[config.mk]
export PLATFORM = sky130hd
export DESIGN_NAME = mode_switch_ctrl
export DESIGN_NICKNAME = d
export VERILOG_FILES = /design/src/rtl/msc_pkg.sv /design/src/rtl/msc_policy.sv /design/src/rtl/msc_timer.sv /design/src/rtl/msc_seq.sv /design/src/rtl/msc_unit_gate.sv /design/src/rtl/mode_switch_ctrl.sv
export SDC_FILE = /design/constraint.sdc
export NUM_CORES = 1
export LEC_CHECK = 0
export BUFFER_PORTS_ARGS = -buffer_cell sky130_fd_sc_hd__buf_2
export CAP_MARGIN = 25
export CORE_ASPECT_RATIO = 0.8
export CORE_UTILIZATION = 56
export DETAILED_ROUTE_END_ITERATION = 10
export GPL_ROUTABILITY_DRIVEN = 1
export GPL_TIMING_DRIVEN = 0
export PLACE_DENSITY_LB_ADDON = 0.25
export SYNTH_ARGS = -nofsm -noshare
export SYNTH_HDL_FRONTEND = slang
export SYNTH_SLANG_ARGS = --single-unit
[constraint.sdc]
create_clock -name clk -period 2.3 [get_ports clk]
set_input_delay 0.46 -clock clk [delete_from_list [all_inputs] [get_ports clk]]
set_output_delay 0.46 -clock clk [all_outputs]
set_load 0.05 [all_outputs]
[src/rtl/msc_pkg.sv]
`timescale 1ns/1ps
package msc_pkg;
   typedef enum logic [2:0] {
      ST_IDLE   = 3'd0,
      ST_DRAIN  = 3'd1,
      ST_SPILL  = 3'd2,
      ST_RECONF = 3'd3,
      ST_FILL   = 3'd4
   } msc_state_e;
endpackage

[src/rtl/msc_policy.sv]
`timescale 1ns/1ps
module msc_policy #(
   parameter int MAX_THREADS = 8,
   parameter int OOO_LIMIT   = 2,
   localparam int CNT_W      = $clog2(MAX_THREADS + 1)
) (
   input  logic             clk,
   input  logic             rst_n,
   input  logic [CNT_W-1:0] thread_cnt,
   output logic             want_ino
);
   localparam logic [CNT_W-1:0] LIMIT = CNT_W'(OOO_LIMIT);

   logic [CNT_W-1:0] cnt_q;

   // count is sampled every cycle; the sequencer only looks at it while idle
   always_ff @(posedge clk or negedge rst_n) begin
      if (!rst_n) cnt_q <= '0;
      else        cnt_q <= thread_cnt;
   end

   assign want_ino = (cnt_q > LIMIT);
endmodule

[src/rtl/msc_timer.sv]
`timescale 1ns/1ps
module msc_timer #(
   parameter int CYC_W    = 16,
   parameter bit SATURATE = 1'b1
) (
   input  logic             clk,
   input  logic             rst_n,
   input  logic             start,
   input  logic             active,
   input  logic             finish,
   output logic [CYC_W-1:0] last_cycles
);
   logic [CYC_W-1:0] run_q;
   logic [CYC_W-1:0] run_nx;

   generate
      if (SATURATE) begin : g_sat
         assign run_nx = (&run_q) ? run_q : run_q + 1'b1;
      end else begin : g_wrap
         assign run_nx = run_q + 1'b1;
      end
   endgenerate

   always_ff @(posedge clk or negedge rst_n) begin
      if (!rst_n) begin
         run_q       <= '0;
         last_cycles <= '0;
      end else begin
         if (start)       run_q <= '0;
         else if (active) run_q <= run_nx;
         if (finish)      last_cycles <= run_nx;
      end
   end

   // a changeover spans at least drain, save, reconfigure and load
   assert_min_length_R9: assert property (@(posedge clk) disable iff (!rst_n)
      $past(finish) |-> (last_cycles >= CYC_W'(4)));
endmodule

[src/rtl/msc_seq.sv]
`timescale 1ns/1ps
module msc_seq
   import msc_pkg::*;
(
   input  logic       clk,
   input  logic       rst_n,
   input  logic       want_ino,
   input  logic       pipe_empty,
   input  logic       xfer_done,
   output msc_state_e state,
   output logic       mode_ino,
   output logic       start,
   output logic       finish
);
   msc_state_e state_q, state_d;
   logic       mode_q;

   assign start  = (state_q == ST_IDLE) && (want_ino != mode_q);
   assign finish = (state_q == ST_FILL) && xfer_done;

   always_comb begin
      state_d = state_q;
      unique case (state_q)
         ST_IDLE:   if (start)      state_d = ST_DRAIN;
         ST_DRAIN:  if (pipe_empty) state_d = ST_SPILL;
         ST_SPILL:  if (xfer_done)  state_d = ST_RECONF;
         ST_RECONF:                 state_d = ST_FILL;
         ST_FILL:   if (xfer_done)  state_d = ST_IDLE;
         default:                   state_d = ST_IDLE;
      endcase
   end

   always_ff @(posedge clk or negedge rst_n) begin
      if (!rst_n) begin
         state_q <= ST_IDLE;
         mode_q  <= 1'b0;
      end else begin
         state_q <= state_d;
         if (state_q == ST_RECONF) mode_q <= ~mode_q;
      end
   end

   assign state    = state_q;
   assign mode_ino = mode_q;

   assert_save_after_empty_R3: assert property (@(posedge clk) disable iff (!rst_n)
      (state_q == ST_SPILL && $past(state_q) == ST_DRAIN) |-> $past(pipe_empty));

   assert_mode_flip_at_reconf_R10: assert property (@(posedge clk) disable iff (!rst_n)
      (mode_q != $past(mode_q)) |-> ($past(state_q) == ST_RECONF));

   assert_load_ends_on_done_R6: assert property (@(posedge clk) disable iff (!rst_n)
      ($past(state_q) == ST_FILL && state_q == ST_IDLE) |-> $past(xfer_done));
endmodule

[src/rtl/msc_unit_gate.sv]
`timescale 1ns/1ps
module msc_unit_gate #(
   parameter int              UNIT_N        = 3,
   parameter logic [UNIT_N-1:0] OOO_ONLY_MASK = '1
) (
   input  logic              clk,
   input  logic              rst_n,
   input  logic              load,
   input  logic              to_ino,
   output logic [UNIT_N-1:0] unit_en
);
   generate
      for (genvar u = 0; u < UNIT_N; u++) begin : g_unit
         if (OOO_ONLY_MASK[u]) begin : g_gated
            logic en_q;
            always_ff @(posedge clk or negedge rst_n) begin
               if (!rst_n)    en_q <= 1'b1;
               else if (load) en_q <= ~to_ino;
            end
            assign unit_en[u] = en_q;
         end else begin : g_always
            assign unit_en[u] = 1'b1;
         end
      end
   endgenerate
endmodule

[src/rtl/mode_switch_ctrl.sv]
`timescale 1ns/1ps
module mode_switch_ctrl
   import msc_pkg::*;
#(
   parameter int                MAX_THREADS   = 8,
   parameter int                OOO_LIMIT     = 2,
   parameter int                UNIT_N        = 3,
   parameter logic [UNIT_N-1:0] OOO_ONLY_MASK = '1,
   parameter int                CYC_W         = 16,
   parameter bit                SATURATE      = 1'b1,
   localparam int               CNT_W         = $clog2(MAX_THREADS + 1)
) (
   input  logic              clk,
   input  logic              rst_n,
   input  logic [CNT_W-1:0]  thread_cnt,
   input  logic              pipe_empty,
   input  logic              xfer_done,
   output logic              mode_ooo,
   output logic              busy,
   output logic              fetch_stall,
   output logic              spill_req,
   output logic              fill_req,
   output logic              rat_update,
   output logic [UNIT_N-1:0] unit_en,
   output logic [CYC_W-1:0]  last_cycles
);
   generate
      if (OOO_LIMIT < 1 || OOO_LIMIT >= MAX_THREADS) begin : g_bad_limit
         $error("OOO_LIMIT must lie in 1..MAX_THREADS-1");
      end
      if (UNIT_N < 1) begin : g_bad_units
         $error("UNIT_N must be at least 1");
      end
      if (CYC_W < 4) begin : g_bad_cyc
         $error("CYC_W must be at least 4");
      end
   endgenerate

   logic       want_ino;
   msc_state_e state;
   logic       mode_ino;
   logic       start;
   logic       finish;

   msc_policy #(.MAX_THREADS(MAX_THREADS), .OOO_LIMIT(OOO_LIMIT)) u_policy (
      .clk(clk), .rst_n(rst_n), .thread_cnt(thread_cnt), .want_ino(want_ino));

   msc_seq u_seq (
      .clk(clk), .rst_n(rst_n), .want_ino(want_ino), .pipe_empty(pipe_empty),
      .xfer_done(xfer_done), .state(state), .mode_ino(mode_ino),
      .start(start), .finish(finish));

   msc_timer #(.CYC_W(CYC_W), .SATURATE(SATURATE)) u_timer (
      .clk(clk), .rst_n(rst_n), .start(start), .active(busy),
      .finish(finish), .last_cycles(last_cycles));

   msc_unit_gate #(.UNIT_N(UNIT_N), .OOO_ONLY_MASK(OOO_ONLY_MASK)) u_gate (
      .clk(clk), .rst_n(rst_n), .load(state == ST_RECONF),
      .to_ino(~mode_ino), .unit_en(unit_en));

   assign mode_ooo    = ~mode_ino;
   assign busy        = (state != ST_IDLE);
   assign fetch_stall = busy;
   assign spill_req   = (state == ST_SPILL);
   assign fill_req    = (state == ST_FILL);
   assign rat_update  = fill_req & ~mode_ino;

   // enable registers and mode register are separate flops that must agree
   assert_units_track_mode_R5: assert property (@(posedge clk) disable iff (!rst_n)
      unit_en == (mode_ooo ? {UNIT_N{1'b1}} : ~OOO_ONLY_MASK));

   assert_no_request_when_idle_R7: assert property (@(posedge clk) disable iff (!rst_n)
      (spill_req | fill_req) |-> fetch_stall);
endmodule

==> flow_metrics.tcl <==
set metrics [dict create \
    gp_congestion 0.902 \
    layout-drive-gt1-share_pct 23.8 \
    clock.fmax_mhz 480 \
    groute.usage.overall_pct 25.2 \
    synth_enable_flop_cells 0 \
    net_switching_power_of_the_design_mw 1.35 \
    antenna_left 0 \
    worst_setup_path_end_kind "output pin" \
    worst_path_max_delay_cell "dfrtp_1" \
    detail_route.first_pass.iterations 4 \
    cts.reportedPaths.clkPinSlew_ns 0.07 \
    seqPwrFrac_pct 34.8 \
    detailedPlace.worstSlack_ns -0.228 \
    die-area_sq_um 3970 \
    synthDominantAreaCellType "dfrtp_1" \
    row_count 19 \
    io_buffers 32 \
    synth_sequential_area_ratio_pct 49.3 \
    synthDistinctLibCells 46 \
    die_h_um 56.6 \
    cts_hold_repair.buffers 0 \
    regToRegEndpoint "u_timer.run_q[9]" \
    antenna_found_initial 0 \
    pwr_density_cell_nw_per_um2 1220 \
    synth_xor_area_share_pct 4.20 \
    design.final.nets 273 \
    cell_internal_pwr_mw 1.61 \
    relSlewSlack_pct 41.9 \
    syn-num-nets 234 \
    cts_num_sinks 41 \
    clock_tree.htree_level_count 2 \
    most_instantiated_flip_flop_cell_in_the_synthesis_netlist "dfrtp_1" \
    antenna-diode-count 0 \
    avgSynthCellArea_sq_um 9.27 \
    combinational_family_with_the_most_area_after_synthesis "simple AND/OR/NAND/NOR gates" \
    worstSetupPathType "flop to output pin" \
    fill_cells 304 \
    layout_setup_ws_ns 0.216 \
    worstPathArrival_ns 1.62 \
    critical-path-max-stage-delay_ns 0.47 \
    rr_worst_depth 6 \
    rsz0062_at_grt "no" \
    synth_compound_area_share_pct 19.1 \
    first_global_vias 1628 \
    power.combinational.fraction_pct 45.2 \
    detail_route.vias_per_cell 5.67 \
    cts_inserted_buffers 5 \
    proportion_of_register_bits_with_asynchronous_set_or_reset_after_synthesis_pct 100 \
    cp-start-kind "flop" \
    synth_mux_area_share_pct 0.960 \
    synth.most_common_cell "dfrtp_1" \
    most_common_library_cells_after_synthesis "dfrtp_1 (40), nand2_1 (27), o21ai_0 (27)" \
    crit-reg2reg-launch "u_seq.state[2]" \
    clock_skew_after_layout_ns 0.00561 \
    clkLatencyLatePin_ns 0.29 \
    placeableCoreArea_sq_um 3490 \
    p_clk_share_pct 20.1 \
    drt-total-wl_um 4340 \
    drt_drc_violations_left 0 \
    required_ns 1.84 \
    cts_buffer_depth 2 \
    synth-warning-count 0 \
    power.switching_fraction_pct 45.7 \
    timing.hold.worst.class "input port to flop" \
    clock_tree.root_cell "clkbuf_8" \
    worstMarginPinSlew_ns 0.871 \
    start_util_pct 59.7 \
    tritoncts_clock_tree "done" \
    die_x_um 70.2 \
    drt_iter0_markers 173 \
    min_period_over_period_pct 90.6 \
    postSynthCellCount 225 \
    drv.max_cap_violation_count 0 \
    area_delta_synth_final_pct 16.4 \
    leakage_power_nw 1.16 \
    postLayoutCoreUtil_pct 69.5 \
    finalMaxSlewViolations 0 \
    globalRoute.totalOverflow 0 \
    critPathCapture "fetch_stall" \
    hpwl_um 3040 \
    final.min_clock_period_ns 2.08 \
    fin_worst_hold_slack_ns 0.271 \
    via_count 1742 \
    synth-seq-cells 41 \
    irDropWorstVdd_mv 0.890 \
    worst-path-buf-inv 3 \
    p_total_mw 2.96 \
    grt_max_degree 42 \
    setup_viol 0 \
    timing.critical_path.cells "nor3_4, inv_4, buf_4, buf_2" \
    drt-wirelength-per-cell_um 14.1 \
    status "complete, no violations" \
    synthAdderAreaFrac_pct 0.600 \
    synth.top_cells.by_area "dfrtp_1 (48%), o21ai_0 (6.5%), nand2_1 (4.9%)" \
    crit_fanout 19 \
    post_synth_top_area_share_pct 48.0 \
    mapped_area_sq_um 2090 \
    timing_hold_violations_final 0 \
    worstSetupStartpoint "u_seq.state[2]" \
    grt_first_pass_wirelength_um 7620 \
    ff2ff_setup_slack_ns 0.27 \
    synthesized_area_fraction_occupied_by_and_or_nand_nor_cells_pct 19.4 \
    boundaryPins 33 \
    critical_path_depth 4 \
    path_delay_family "buffers and inverters" \
]
worst min-delay path by stage:
stage / startpoint / endpoint / slack, ns / cells past startpoint
floorplan: rst_n / u_policy.cnt_q[0] / 0.16 / 0
global placement: u_timer.last_cycles[0] / u_timer.last_cycles[0] / 0.46 / 2
detailed placement: u_timer.last_cycles[10] / u_timer.last_cycles[10] / 0.46 / 1
CTS: thread_cnt[1] / u_policy.cnt_q[1] / 0.27 / 1
global route: thread_cnt[2] / u_policy.cnt_q[2] / 0.25 / 1
finish: thread_cnt[2] / u_policy.cnt_q[2] / 0.27 / 1
layout by cell type, fill, tap and decap left out, drive strengths merged, types with 2 or more instances in the layout:
cell type and count:
o31ai 3, nand3 10, or3 2, and3 7, xor2 2, mux2i 2, nor3 3, o2111ai 3
buf 42, and2 4, o22ai 5, nand2 28, a21oi 13, o21ai 27, dfrtp 40, nand4 3
clkbuf 13, and4 3, nor2 14, xnor2 8, inv 11, a31oi 8
area by class of cell:
class                   instances  area, sq um  area share [%]
flip-flops and latches         41         1030            42.3
multi-input cells             157          928            38.2
repair buffers                 33          168            6.91
plain buffers                  15         91.3            3.76
clock buffers                   7         86.3            3.56
well taps                      42         52.6            2.16
inverters                      11         43.8            1.80
clock inverters                 1         30.0            1.24
power by group through the flow:
stage	clock network, mW	registers [mW]	logic (mW)
3_3_place_gp	0	1.02	1.29
3_5_place_dp	0	1.03	1.31
4_1_cts	0.602	1.03	1.33
2_1_floorplan	0	1.21	0.812
6_report	0.594	1.03	1.34
5_1_grt	0.634	1.06	1.46
per-stage QoR:
stage,instance area [sq um],std cells,setup TNS (ns)
after global routing,2430,307,0
after floorplan,2090,225,0
after global placement,2300,299,-0.346
after detailed placement,2300,299,-0.341
final,2430,307,0
after CTS,2430,307,0
kinds of logic (layout without fill, tap and decap cells):
| family | Yosys count | in the layout |
|---|---|---|
| AOI/OAI and AO/OA | 67 | 67 |
| xor gates and xnor gates | 10 | 10 |
| adders and majority gates | 1 | 1 |
| buffers and inverters | 27 | 67 |
| DFF | 41 | 41 |
| muxes | 2 | 2 |
| and+or+nand+nor | 77 | 77 |
layer usage:
layer  track usage [%]  up-vias  wire [um]
li1                  -      870          -
met1              36.2      808       2220
met2              36.5       57       1840
met3              5.75        7        227
met4              10.9        0         61
met5                 0        -          0
repair_timing:
action | 4_1_cts | 5_1_grt
pin swaps | 1 | 0
setup endpoints to repair | 2 | 1
setup buffers | 1 | 0
resized for setup | 2 | 1
state kept, by name, indices dropped and copies added (netlist names):
register / flops
u_seq.state: 3
u_policy.cnt_q: 4
u_seq.mode_ino: 1
u_timer.last_cycles: 16
u_gate.g_unit.g_gated.en_q: 1
u_timer.run_q: 16
worst register-to-register path: cells and delay by family (launching register included):
family	cells	cell delay (ns)
compound gates	2	0.27
buf+inv	2	0.64
flops	1	0.47
simple gates	2	0.56
Power figures use the tool's default switching activity.
